===== src/rtl/insq_pkg.sv =====
package insq_pkg;
    typedef enum logic [1:0] {
        SQ_IDLE  = 2'd0,
        SQ_PEND  = 2'd1,
        SQ_DRIVE = 2'd2
    } sq_state_e;
endpackage


===== src/rtl/insq_opcode_match.sv =====
module insq_opcode_match #(
    parameter int             OPC_W = 8,
    parameter logic [OPC_W-1:0] CODE  = 8'hDB
) (
    input  logic             strobe,
    input  logic             enable,
    input  logic [OPC_W-1:0] opcode,
    output logic             hit
);
    always_comb begin
        hit = strobe && enable && (opcode == CODE);
    end
endmodule


===== src/rtl/insq_rise_det.sv =====
module insq_rise_det (
    input  logic clk,
    input  logic rst_n,
    input  logic level,
    output logic rise
);
    logic prev_q, prev_d;

    always_comb begin
        prev_d = level;
        rise   = level && !prev_q;
    end

    always_ff @(posedge clk) begin
        if (!rst_n) prev_q <= 1'b0;
        else        prev_q <= prev_d;
    end
endmodule


===== src/rtl/in_read_sequencer.sv =====
module in_read_sequencer
    import insq_pkg::*;
#(
    parameter int               DATA_W = 8,
    parameter int               PORT_W = 8,
    parameter int               OPC_W  = 8,
    parameter logic [OPC_W-1:0] IN_OPC = 8'hDB
) (
    input  logic              clk,
    input  logic              rst_n,
    input  logic              fetch_pulse,
    input  logic [OPC_W-1:0]  fetch_opcode,
    input  logic [PORT_W-1:0] fetch_operand,
    input  logic              skip_zero,
    input  logic              mreq_active,
    output logic              rd_req,
    output logic [PORT_W-1:0] rd_port,
    input  logic              rsp_valid,
    input  logic [DATA_W-1:0] rsp_data,
    output logic              bus_oe,
    output logic [DATA_W-1:0] bus_dout,
    output logic              shadow_a_we,
    output logic [DATA_W-1:0] shadow_a_val,
    output logic              decode_hold
);
    typedef struct packed {
        sq_state_e         st;
        logic [PORT_W-1:0] port;
        logic [DATA_W-1:0] resp;
        logic              have;
    } sq_regs_t;

    localparam sq_regs_t REGS_RST = '{st: SQ_IDLE, port: '0, resp: '0, have: 1'b0};

    sq_regs_t r_q, r_d;
    logic     start_hit;
    logic     mreq_rise;
    logic     accept;

    insq_opcode_match #(.OPC_W(OPC_W), .CODE(IN_OPC)) u_match (
        .strobe (fetch_pulse),
        .enable (r_q.st == SQ_IDLE),
        .opcode (fetch_opcode),
        .hit    (start_hit)
    );

    insq_rise_det u_mreq_edge (
        .clk   (clk),
        .rst_n (rst_n),
        .level (mreq_active),
        .rise  (mreq_rise)
    );

    always_comb begin
        r_d    = r_q;
        rd_req = (r_q.st == SQ_PEND) && !r_q.have;
        accept = rd_req && rsp_valid;
        unique case (r_q.st)
            SQ_IDLE: begin
                if (start_hit) begin
                    r_d.st   = SQ_PEND;
                    r_d.port = fetch_operand;
                    r_d.have = 1'b0;
                end
            end
            SQ_PEND: begin
                if (accept) begin
                    r_d.resp = rsp_data;
                    r_d.have = 1'b1;
                end
                if ((r_q.have || accept) && skip_zero) begin
                    r_d.st = SQ_DRIVE;
                end
            end
            SQ_DRIVE: begin
                if (mreq_rise) begin
                    r_d.st   = SQ_IDLE;
                    r_d.have = 1'b0;
                end
            end
            default: r_d = REGS_RST;
        endcase
    end

    always_ff @(posedge clk) begin
        if (!rst_n) r_q <= REGS_RST;
        else        r_q <= r_d;
    end

    always_comb begin
        rd_port      = r_q.port;
        bus_oe       = (r_q.st == SQ_DRIVE);
        bus_dout     = bus_oe ? r_q.resp : '0;
        decode_hold  = bus_oe;
        shadow_a_we  = accept;
        shadow_a_val = rsp_data;
    end

    p_req_after_fetch_r2: assert property (@(posedge clk) disable iff (!rst_n)
        (!bus_oe && !rd_req && r_q.st == SQ_IDLE && fetch_pulse && fetch_opcode == IN_OPC)
        |=> (rd_req && rd_port == $past(fetch_operand)));

    p_req_hold_r4: assert property (@(posedge clk) disable iff (!rst_n)
        (rd_req && !rsp_valid) |=> rd_req);

    p_req_drop_r4: assert property (@(posedge clk) disable iff (!rst_n)
        (rd_req && rsp_valid) |=> !rd_req);

    p_shadow_once_r5: assert property (@(posedge clk) disable iff (!rst_n)
        shadow_a_we |=> !shadow_a_we);

    p_drive_needs_skip_r6: assert property (@(posedge clk) disable iff (!rst_n)
        $rose(bus_oe) |-> $past(skip_zero));

    p_no_drive_while_req_r7: assert property (@(posedge clk) disable iff (!rst_n)
        rd_req |-> !bus_oe);

    p_hold_data_r8: assert property (@(posedge clk) disable iff (!rst_n)
        (bus_oe && $past(bus_oe)) |-> $stable(bus_dout));

    p_release_r9: assert property (@(posedge clk) disable iff (!rst_n)
        (bus_oe && mreq_rise) |=> !bus_oe);

    p_quiet_bus_r10: assert property (@(posedge clk) disable iff (!rst_n)
        !bus_oe |-> (bus_dout == '0 && !decode_hold));
endmodule


===== config.mk =====
export PLATFORM = sky130hd
export DESIGN_NAME = in_read_sequencer
export DESIGN_NICKNAME = d
export VERILOG_FILES = /design/src/rtl/insq_pkg.sv /design/src/rtl/insq_opcode_match.sv /design/src/rtl/insq_rise_det.sv /design/src/rtl/in_read_sequencer.sv
export SDC_FILE = /design/constraint.sdc
export NUM_CORES = 1
export LEC_CHECK = 0
export ABC_AREA = 1
export BUFFER_PORTS_ARGS = -buffer_cell sky130_fd_sc_hd__buf_2
export CAP_MARGIN = 20
export CORE_MARGIN = 2
export CORE_UTILIZATION = 45
export DETAILED_ROUTE_END_ITERATION = 6
export PLACE_DENSITY = 0.75
export RECOVER_POWER = 50
export SYNTH_ARGS = -nofsm -noshare
export SYNTH_HDL_FRONTEND = slang
export SYNTH_SLANG_ARGS = --single-unit

===== constraint.sdc =====
create_clock -name clk -period 1.9 [get_ports clk]
set_clock_uncertainty 0.15 [all_clocks]
set_input_delay 0.095 -clock clk [delete_from_list [all_inputs] [get_ports clk]]
set_output_delay 0.095 -clock clk [all_outputs]
set_load 0.01 [all_outputs]

* Yosys cells after proc, flatten, opt, wreduce, memory -nomap -nowiden
Cells that the tools add are included.
** Operators by class
- Bitwise gates (word level) :: 2
- Equal/unequal tests :: 7
- Reduce and logical (&&, ||, !) cells :: 16
- Multiplexer cells :: 11
** Operators with widths (count)
- $pmux 8 s2 :: 2
- $mux 10 :: 1
- $mux 9 :: 1
- $eq 8x8->1 const B :: 1
- $mux 8 :: 1
- $logic_and 1x1->1 :: 6
- $pmux 2 s3 :: 1
- $reduce_and 3->1 :: 2
- $mux 2 :: 2
- $ne 2x1->1 const B :: 2
- $ne 2x2->1 const B :: 2
- $reduce_and 2->1 :: 2
- $reduce_or 2->1 :: 2
- $pmux 1 s3 :: 1
- $eq 2x1->1 const B :: 1
- $eq 2x2->1 const B :: 1
- $logic_not 1->1 :: 2
- $logic_not 2->1 :: 1
- $mux 1 :: 2
- $not 1->1 :: 2
- $logic_or 1x1->1 :: 1
** Storage, ports and cells
- Input bits :: 30
- Word-level logic and storage cells :: 41
- Register bits :: 20
- Output and inout port bits :: 28

* Logic depth before layout (Yosys ltp)
Gate-level depths: netlist of run 1.
- Depth after elaboration :: 7
- Depth in mapped cells :: 9
- Depth with buffers taken out :: 9

* By module
From an unflattened synthesis of run 1, not the netlist that was laid out.
** Unflattened totals
- Cell total of the unflattened synthesis :: 173
- Area, all modules :: 1188.6 sq um
** Modules (own cells, without submodules)
- in_read_sequencer :: sequential area each 380.4 sq um, area each 1108.6 sq um, times used 1, cells an instance 159
- insq_opcode_match :: sequential area each 0.0 sq um, area each 42.5 sq um, times used 1, cells an instance 9
- insq_rise_det :: sequential area each 20.0 sq um, area each 37.5 sq um, times used 1, cells an instance 5

* Worst setup path before layout of run 1
No wires, ideal clock.
- Path kind :: register to register
- From :: register r_q[17] (netlist name)
- To :: register r_q[1] (netlist name)
- Arrival time :: 1.295 ns
- Buffers on the path :: 1
- Setup time :: 0.070 ns
- Slack :: 0.386 ns
- Cell stages (with the launch flop) :: 9
- Cells stage by stage :: dfxtp_1 > inv_1 > ha_1 > buf_2 > nor2_4 > nand2_4 > clkinv_2 > nand3_1 > a21oi_1
** Between the ends
- Elaborated cells on any way between the ends :: 10
- Those cells by class :: 3 x eq/ne; 1 x mux; 1 x bitwise; 5 x reduce/logical
** RTL lines
- start, declared :: line in_read_sequencer.sv:35 : sq_regs_t r_q, r_d;
- start signal, assigned :: line in_read_sequencer.sv:87 : else r_q <= r_d;
- $eq 2x2->1 (*)
- named net bus_oe :: line in_read_sequencer.sv:20 : output logic bus_oe,
- $reduce_or 2->1 (no line) (*)
- $not 1->1 (no line)
- $reduce_and 2->1 (no line)
Mark *: on every way through the listed nets, which the timed path passes. The rest lies on a longest branch.
A chain may end at the register's enable or synchronous reset.

* Final worst setup path of run 1
- From :: input port rst_n
- To :: register u_mreq_edge.prev_q
** RTL lines
- start, declared :: line in_read_sequencer.sv:10 : input logic rst_n,
- end signal, assigned :: line insq_rise_det.sv:16 : else prev_q <= prev_d;
- end, declared :: line insq_rise_det.sv:7 : logic prev_q, prev_d;
No word-level cell between the ends.

==> results of run 1 <==
==> timing repair <==
action                                 in CTS  in global routing
gates resized for setup                     0                  2
endpoints found under the hold margin      20                  0
setup endpoints to repair                   0                  6
hold buffers                               20                  0
==> layout make-up <==
cell class | count | area, sq um
multi-input combinational | 107 | 524.3
inverter | 24 | 91.34
clock buffer | 3 | 22.52
fill | 242 | 915.9
tap | 30 | 37.54
clock inverter | 1 | 30.03
timing repair buffer | 79 | 478.0
sequential | 20 | 400.4
==> layout by cell type (no fill, tap or decap) <==
cell	count
nand2_2	1
nand2_4	1
bufinv_16	1
nand3_1	20
nand4_1	2
nor2_1	14
buf_4	2
o21ai_2	2
dfxtp_1	20
a21oi_1	17
ha_1	3
clkinv_2	1
clkbuf_4	3
nand2_1	43
clkbuf_1	18
ha_2	2
buf_2	39
o21ai_0	1
inv_1	23
dlygate4sd3_1	20
nor3_1	1
==> per-layer routing <==
layer / global-route usage (%) / wire (microns) / part of all wire (%) / vias up
li1: - / - / - / 646
met1: 21.68 / 1099 / 42 / 528
met2: 28.91 / 1318 / 50 / 43
met3: 5.621 / 170 / 6.4 / 6
met4: 4.878 / 51 / 1.9 / 0
met5: 0 / 0 / 0 / -
==> logic make-up (layout without fill, tap and decap cells) <==
group,after synthesis,count (layout),synth area share (%)
buffers and inverters,48,107,22.41
adder cells (fa/ha/maj),5,5,5.236
AO/OA/AOI/OAI,20,20,9.005
flip-flops,20,20,33.51
AND/OR/NAND/NOR,82,82,29.84
==> sequential cells by signal, indices dropped and copies added (netlist names) <==
| register | cells |
|---|---|
| r_q | 11 |
| rd_port | 8 |
| u_mreq_edge.prev_q | 1 |
==> worst paths after layout <==
path / slack [ps] / endpoint / from
min reg2reg: 320 / r_q[6] / r_q[6]
max: 200 / u_mreq_edge.prev_q / rst_n
max reg2reg: 250 / r_q[17] / r_q[17]
min: 130 / r_q[17] / skip_zero
==> worst reg2reg max path: cells and delay by family (launching register included) <==
kind	cells	cell delay, ps
and+or+nand+nor	4	640
buffers and inverters	2	150
DFF	1	390
adders and majority gates	1	260
==> power groups by stage <==
stage               clock network [mW]  registers (mW)  logic (mW)
detailed placement                   0           0.615        1.14
finish                           0.343           0.609        1.14
CTS                              0.354           0.606        1.18
floorplan                            0           0.601        1.06
global placement                     0           0.613        1.14
global route                     0.372           0.622        1.29
==> summary.md, run 1 <==
| Metric | Value |
|---|---|
| Status | completed |
| Pwr per Cell Area | 1317 mW/mm^2 |
| TNS Setup | 0 ps |
| Total power | 2.087 mW |
| # IOs | 58 |
| Via count of the first global-routing pass | 1,051 |
| Syn Nets | 210 |
| Syn_area_per_cell | 6.828 sq um |
| Root Driver | clkbuf_4 |
| WL final | 2.639 mm |
| Initial antenna violation count | 0 |
| DR DRC count | 0 |
| Die area | 0.003084 sq mm |
| Most frequent cell after synthesis | nand2_1 |
| CTS HTree Levels | 1 |
| Post-route setup slack | 203.5 ps |
| Placer's final routability congestion estimate | 0.7964 |
| Cell taking the most area after synthesis | dfxtp_1 |
| Worst path most repeated cell | dlygate4sd3_1 |
| Top post-synthesis cells by area | dfxtp_1 (34%), nand2_1 (14%), buf_4 (11%) |
| CTS tree | yes |
| Crit path max fanout | 13 |
| Routed Antenna Nets | 0 |
| Commonest cells post-synth | nand2_1 (43), inv_1 (23), dfxtp_1 (20), nand3_1 (20), buf_4 (18) |
| Worst Path Buf+Inv | 4 |
| Slowest cell delay on critical path | 570 ps |
| Nets | 270 |
| Cells after Synth | 175 |
| CTS max path bufs | 2 |
| Max transition margin | 60.68% |
| Diode count | 0 |
| Post-synth EDFFs | 0 |
| Worst EP required | 2010 ps |
| Achievable clock frequency | 589.4 MHz |
| Per-cell routed wire length | 9.996 microns |
| Max-cap violations | 0 |
| Synth top area share | 33.51% |
| WHS | 126.5 ps |
| Crit-path slowest cell | dlygate4sd3_1 |
| Fin cells | 264 |
| DP HPWL | 1.754 mm |
| Final Max Tran Viols | 0 |
| Row Count | 18 |
| Psw | 927.7 uW |
| GR Overflow Total | 0 |
| Synth Warn # | 0 |
| Register bit total from synthesis | 20 |
| Final hold vios | 0 |
| Hold depth | 6 |
| Initial core utilization | 47.80% |
| Endpoints failing setup | 0 |
| Clock Pin Slew Worst Setup and Hold Paths | 110 ps |
| Crit end category | register |
| Fin crit period | 1697 ps |
| Clock share of power | 16.4% |
| RSZ-0062 raised after global routing | false |
| Die X | 55.53 microns |
| CTS Buf Count | 3 |
| R2R cell count | 7 |
| Vias per cell | 4.633 |
| Core Area | 0.002500 sq mm |
| Area grow syn2layout | 32.57% |
| Skew-Pair Late Insertion Delay | 300 ps |
| PortBufs | 57 |
| First-pass GRT wire length | 4.409 mm |
| Startpoint Class | input port |
| Combinational Power Share | 54.4% |
| Worst VDD drop | 1.034 mV |
| Iter 0 DRT Violations | 27 |
| Post-synthesis sequential area ratio | 33.51% |
| Setup bufs post-CTS | 0 |
| Synth async-reset ratio | 0% |
| CP delay by family, top | buffers and inverters |
| Routed vias | 1,223 |
| Leak | 0.8244 nW |
| Final Util | 63.36% |
| Critical-path cell list | dlygate4sd3_1 -> clkbuf_1 -> nand2_1 -> dlygate4sd3_1 -> inv_1 |
| Pint | 1.159 mW |
| Crit path depth | 5 |
| Hold Crit Class | input port to register |
| Placed Area | 0.001356 sq mm |
| Period utilization | 89.29% |
| Post-Place Cells | 240 |
| Pre-CTS WS | 154.4 ps |
| Layout cell share with drive strength beyond 1 | 22.22% |
| Drt pass-1 iters | 4 |
| WS Path Type | input port to register |
| Final Cell Area | 0.001584 sq mm |
| Die H | 55.53 microns |
| Clk sinks | 20 |
| Worst-Margin Slew | 589.8 ps |
| Distinct cell type count after synthesis | 19 |
| Total GRT Usage | 17.46% |
| Seq pwr share | 29.2% |
| Top_reg_cell synth | dfxtp_1 |
| Switching Share | 44.45% |
| Mapped Area | 0.001195 sq mm |
| Pin count of the biggest net entering global routing | 22 |
| Worst EP arrival | 1800 ps |
Note: power is estimated with default switching activity, not from simulation.
==> run 2: changes to the inputs <==
==> constraint.sdc (replaced) <==
create_clock -name clk -period 1.9 [get_ports clk]
set_clock_uncertainty 0.15 [all_clocks]
set_input_delay 0.38 -clock clk [delete_from_list [all_inputs] [get_ports clk]]
set_output_delay 0.38 -clock clk [all_outputs]
set_load 0.01 [all_outputs]
==> run 2 against run 1 <==
Compared with the run above: cell area fell by 8.3%; first-iteration DRC count is 52% lower; non-clock buffer count down 15; register-to-register slack got worse by 110 ps; critical path depth unchanged; hold slack got worse by 8.7 ps; via count is 5.6% lower; final cell count shrank 5.7%; die area is the same; global-route usage fell by 1.2 points; worst setup slack worse by 160 ps; largest cell class unchanged.
==> summary.md, run 2 (synthesized netlist as in run 1, its figures left out) <==
| Metric | Value |
|---|---|
| Die X | 55.53 microns (unchanged) |
| Endpoints failing setup | 0 (unchanged) |
| CTS tree | yes |
| Initial core utilization | 47.80% (unchanged) |
| Clock Pin Slew Worst Setup and Hold Paths | 130 ps (+20 ps) |
| Max reg flops | 11 (unchanged) |
| Most frequent cells in the layout | nand2_1 (43), buf_2 (40), inv_1 (21) |
| Crit path max fanout | 5 (-8) |
| PortBufs | 57 (unchanged) |
| DP HPWL | 1.837 mm (+4.7%) |
| Iter 0 DRT Violations | 13 (-52%) |
| RSZ-0062 raised after global routing | true |
| Crit end category | primary output |
| Worst Path Buf+Inv | 3 (-1) |
| First-pass GRT wire length | 4.133 mm (-6.3%) |
| WL final | 2.537 mm (-3.9%) |
| Routed vias | 1,155 (-5.6%) |
| Startpoint Class | register |
| Root Driver | clkbuf_4 |
| Post-Place Cells | 240 (unchanged) |
| Layout cell share with drive strength beyond 1 | 28.77% (+6.5 points) |
| Final Max Tran Viols | 0 (unchanged) |
| Pwr per Cell Area | 1527 mW/mm^2 (+16%) |
| Placed Area | 0.001356 sq mm (unchanged) |
| Worst EP required | 1370 ps (-640 ps) |
| Die H | 55.53 microns (unchanged) |
| Core Area | 0.002500 sq mm (unchanged) |
| WS Path Type | register to primary output |
| Per-cell routed wire length | 10.19 microns (+1.9%) |
| Worst EP arrival | 1320 ps (-480 ps) |
| Row Count | 18 (unchanged) |
| # IOs | 58 (unchanged) |
| Status | completed |
| Initial antenna violation count | 0 (unchanged) |
| Fin crit period | 1852 ps (+155.2 ps) |
| Total GRT Usage | 16.25% (-1.2 points) |
| CTS HTree Levels | 1 (unchanged) |
| Die area | 0.003084 sq mm (unchanged) |
| Pin count of the biggest net entering global routing | 22 (unchanged) |
| Via count of the first global-routing pass | 983 (-6.5%) |
| Vias per cell | 4.639 (+0.13%) |
| Largest Register | r_q |
| Routed Antenna Nets | 0 (unchanged) |
| Drt pass-1 iters | 4 (unchanged) |
| Leading cell type in the layout, fill and taps excluded | nand2_1 |
| Max-cap violations | 0 (unchanged) |
| Crit-path slowest cell | dfxtp_4 |
| Final hold vios | 0 (unchanged) |
| GR Overflow Total | 0 (unchanged) |
| Worst-Margin Slew | 536.8 ps (-52.94 ps) |
| Achievable clock frequency | 540.0 MHz (-8.4%) |
| Max transition margin | 64.21% (+3.5 points) |
| Fillers | 261 (+7.9%) |
| CTS max path bufs | 2 (unchanged) |
| Diode count | 0 (unchanged) |
| CTS Buf Count | 3 (unchanged) |
| CP delay by family, top | flip-flops |
| Skew-Pair Late Insertion Delay | 310 ps (about the same) |
| Hold Crit Class | input port to register |
| Final Cell Area | 0.001453 sq mm (-8.3%) |
| Nets | 255 (-5.6%) |
| Worst VDD drop | 0.8954 mV (-13%) |
| Period utilization | 97.46% (+8.2 points) |
| Leak | 0.7714 nW (-6.4%) |
| Area grow syn2layout | 21.57% |
| Placer's final routability congestion estimate | 0.7891 (-0.92%) |
| Slowest cell delay on critical path | 390 ps (-180 ps) |
| Clk sinks | 20 (unchanged) |
| Fin cells | 249 (-5.7%) |
| Critical-path cell list | inv_4 -> ha_2 -> inv_1 -> nor3_1 -> buf_2 |
| DR DRC count | 0 (unchanged) |
==> run 2: changes by cell type in the layout (fill, tap and decap cells not counted), moves of 2 or more <==
| cell | delta |
|---|---|
| inv_1 | -2 |
| buf_4 | +5 |
| dfxtp_4 | +2 |
| dfxtp_1 | -2 |
| inv_4 | +2 |
| dlygate4sd3_1 | -20 |
==> run 2: where the power goes <==
part	switching, mW	internal [mW]
logic	0.774	0.455
registers	0.0838	0.552
clock network	0.141	0.213
==> run 2: path summary, 6_finish.rpt <==
path | cells past startpoint | endpoint | from | slack, ps
max | 5 | shadow_a_we | r_q[18] | 50
min | 3 | u_mreq_edge.prev_q | mreq_active | 120
max reg2reg | 8 | r_q[4] | r_q[18] | 140
min reg2reg | 2 | r_q[6] | r_q[6] | 330
==> run 2: worst min-delay path, stage by stage <==
cell     delay (ps)
buf_2            80
nand2_1          40
inv_1            40
==> run 2: timing repair <==
action	CTS	global route
setup buffers	0	5
endpoints found under the setup margin	11	9
pin swaps	0	1
gates resized for setup	4	9
hold buffers	0	0
==> run 2: per-layer routing <==
layer	global-route usage, %	vias to the layer above	part of all wire [%]
met2	25.85	30	48
met5	0	-	0
met4	6.272	0	0.59
li1	-	616	-
met1	21.66	507	47
met3	3.044	2	4.9
==> run 2: cell type report <==
type,count,area [sq um],area share (%)
multi-input cells,107,541.8,37.30
inverters,24,96.34,6.632
flip-flops and latches,20,407.9,28.08
clock inverters,1,30.03,2.067
clock buffers,3,22.52,1.550
repair buffers,64,316.6,21.79
well taps,30,37.54,2.584
==> run 2: metrics by stage <==
stage	util (%)	hold slack (ps)	worst slack [ps]	setup TNS (ps)	power, mW
after CTS	56.91	107.9	14.35	0	2.166
final	58.11	117.8	48.30	0	2.219
after global placement	54.25	304.9	200.6	0	1.769
after floorplan	-	294.5	231.8	0	1.665
after global routing	58.11	130.7	-9.557	-9.557	2.428
after detailed placement	54.25	305.5	120.6	0	1.783
==> run 3: changes to the inputs <==
SETUP_SLACK_MARGIN = 0.5   (was default)
==> run 3 against run 2 <==
Compared with the run above: global-route usage grew 0.83 points; register-to-register slack lost 30 ps; combinational power grew 76%; non-clock buffer count grew 8; critical path depth is the same; power grew 38%; sequential share of layout area shrank 6.8 points; clock power shrank 29%; core utilization grew 17 points; via count grew 15%; largest power group unchanged; wire length grew 46%; critical path type unchanged.
==> summary.md, run 3 (synthesized netlist as in run 1, its figures left out) <==
| Metric | Value |
|---|---|
| Period utilization | 95.30% (-2.2 points) |
| Vias per cell | 5.111 (+10%) |
| Achievable clock frequency | 552.3 MHz (+2.3%) |
| GR Overflow Total | 0 (unchanged) |
| Total GRT Usage | 17.08% (+0.83 points) |
| Leading cell type in the layout, fill and taps excluded | buf_2 |
| First-pass GRT wire length | 4.257 mm (+3.0%) |
| Cts hold-fix bufs | 0 (unchanged) |
| R2r endpoint | r_q[18] |
| Iter 0 DRT Violations | 38 (+25) |
| CTS Buf Count | 3 (unchanged) |
| Reg-to-reg slack, setup | 110 ps (-30 ps) |
| CP endpoint | rd_req |
| Largest Register | r_q |
| Final hold vios | 0 (unchanged) |
| Critical-path cell list | buf_4 -> ha_4 -> inv_2 -> nor2_1 -> buf_2 |
| Per-cell routed wire length | 14.20 microns (+39%) |
| Leak | 0.9590 nW (+24%) |
| Nets | 267 (+4.7%) |
| Fin crit period | 1811 ps (-41.08 ps) |
| Critical path origin | r_q[17] |
| Max transition margin | 57.82% (-6.4 points) |
| Crit path max fanout | 3 (-2) |
| Status | completed |
| Placer's final routability congestion estimate | 0.8189 (+3.8%) |
| CTS max path bufs | 2 (unchanged) |
| Worst EP required | 1370 ps (about the same) |
| Die X | 55.53 microns (unchanged) |
| Worst EP arrival | 1280 ps (-40 ps) |
| Hold Crit Class | input port to register |
| WL final | 3.706 mm (+46%) |
| TNS Setup | 0 ps (unchanged) |
| Pin count of the biggest net entering global routing | 22 (unchanged) |
| Via count of the first global-routing pass | 1,001 (+1.8%) |
| Slowest cell delay on critical path | 390 ps (about the same) |
| Routed vias | 1,334 (+15%) |
| Routed Antenna Nets | 0 (unchanged) |
| Hold depth | 3 (unchanged) |
| WHS | 105.1 ps (-12.73 ps) |
| Initial core utilization | 47.80% (unchanged) |
| Skew-Pair Late Insertion Delay | 300 ps (about the same) |
| CTS tree | yes |
| Startpoint Class | register |
| Core Area | 0.002500 sq mm (unchanged) |
| Crit end category | primary output |
| Root Driver | clkbuf_4 |
| Pwr per Cell Area | 1625 mW/mm^2 (+6.4%) |
| Drt pass-1 iters | 4 (unchanged) |
| Area grow syn2layout | 57.80% |
| Die area | 0.003084 sq mm (unchanged) |
| DP HPWL | 1.824 mm (-0.68%) |
| RSZ-0062 raised after global routing | true |
| Total power | 3.063 mW (+38%) |
| Final Util | 75.43% (+17 points) |
| Fillers | 194 (-26%) |
| Diode count | 0 (unchanged) |
| Crit-path slowest cell | dfxtp_1 |
| DR DRC count | 0 (unchanged) |
| Placed Area | 0.001380 sq mm (+1.8%) |
| Clock Pin Slew Worst Setup and Hold Paths | 110 ps (-20 ps) |
| Endpoints failing setup | 0 (unchanged) |
| Max reg flops | 11 (unchanged) |
| Final Max Tran Viols | 0 (unchanged) |
| Worst VDD drop | 1.248 mV (+39%) |
| Row Count | 18 (unchanged) |
| WS Path Type | register to primary output |
| Initial antenna violation count | 0 (unchanged) |
| PortBufs | 57 (unchanged) |
| R2R cell count | 10 (+2) |
| # IOs | 58 (unchanged) |
| Clk sinks | 20 (unchanged) |
| R2R Path Start | r_q[17] |
| Die H | 55.53 microns (unchanged) |
| Worst-Margin Slew | 631.1 ps (+94.31 ps) |
| Layout cell share with drive strength beyond 1 | 53.25% (+24 points) |
| Max-cap violations | 0 (unchanged) |
| CTS HTree Levels | 1 (unchanged) |
| Final Cell Area | 0.001886 sq mm (+30%) |
| Most frequent cells in the layout | buf_2 (35), nand2_1 (26), dfxtp_1 (19) |
## run 3: cell count changes in the layout (fill, tap and decap cells not counted), sizes merged
cell,previous run,this run
inv,23,24
bufinv,1,0
nand2,45,49
buf,47,54
clkbuf,20,22
clkinvlp,1,0
## run 3: per-layer routing
metal | GRT usage, % | part of all wire, % | routed length (microns) | vias up
met5 | 0 | 0 | 0 | -
met4 | 3.484 | 1.7 | 63 | 0
met3 | 5.386 | 4.3 | 161 | 10
met2 | 30.27 | 53 | 1965 | 49
met1 | 20.12 | 41 | 1516 | 625
li1 | - | - | - | 650
## run 3: what timing repair did
item	4_1_cts	5_1_grt
setup buffers	7	8
pin swaps	12	14
gates cloned	1	3
gates resized for setup	18	68
hold endpoints to repair	0	0
setup endpoints to repair	31	31
## run 3: cell type report
| cell class | count | area, sq um | share of cell area [%] |
|---|---|---|---|
| Clock buffer | 4 | 36.28 | 1.924 |
| Inverter | 24 | 110.1 | 5.839 |
| Multi-Input combinational cell | 111 | 839.6 | 44.53 |
| Sequential cell | 20 | 401.6 | 21.30 |
| Tap cell | 30 | 37.54 | 1.991 |
| Timing Repair Buffer | 72 | 460.4 | 24.42 |
## run 3: how the worst min path moves through the flow
| stage | start | to | slack (ps) |
|---|---|---|---|
| 2_1_floorplan | r_q[1] | r_q[1] | 300 |
| 3_3_place_gp | r_q[6] | r_q[6] | 310 |
| 3_5_place_dp | r_q[1] | r_q[1] | 310 |
| 4_1_cts | mreq_active | u_mreq_edge.prev_q | 100 |
| 5_1_grt | mreq_active | u_mreq_edge.prev_q | 100 |
| 6_report | mreq_active | u_mreq_edge.prev_q | 110 |
## run 3: worst max-delay path: cells and delay by family (launching register included)
| kind | cells | cell delay [ps] |
|---|---|---|
| buffers and inverters | 3 | 350 |
| and+or+nand+nor | 1 | 110 |
| adders and majority gates | 1 | 120 |
| DFF | 1 | 390 |
## run 3: where the power goes
part           switching (mW)  leakage (nW)  internal [mW]  total, mW
registers              0.0979         0.164          0.543      0.641
logic                    1.28         0.774          0.894       2.17
clock network           0.132        0.0210          0.117      0.250
total                    1.51         0.959           1.55       3.06
## run 3: metrics by stage
stage / worst slack, ps / cells
2_1_floorplan: 505.7 / 175
3_3_place_gp: 200.8 / 238
5_1_grt: 46.66 / 261
4_1_cts: 147.2 / 250
3_5_place_dp: 146.3 / 238
6_report: 89.37 / 261
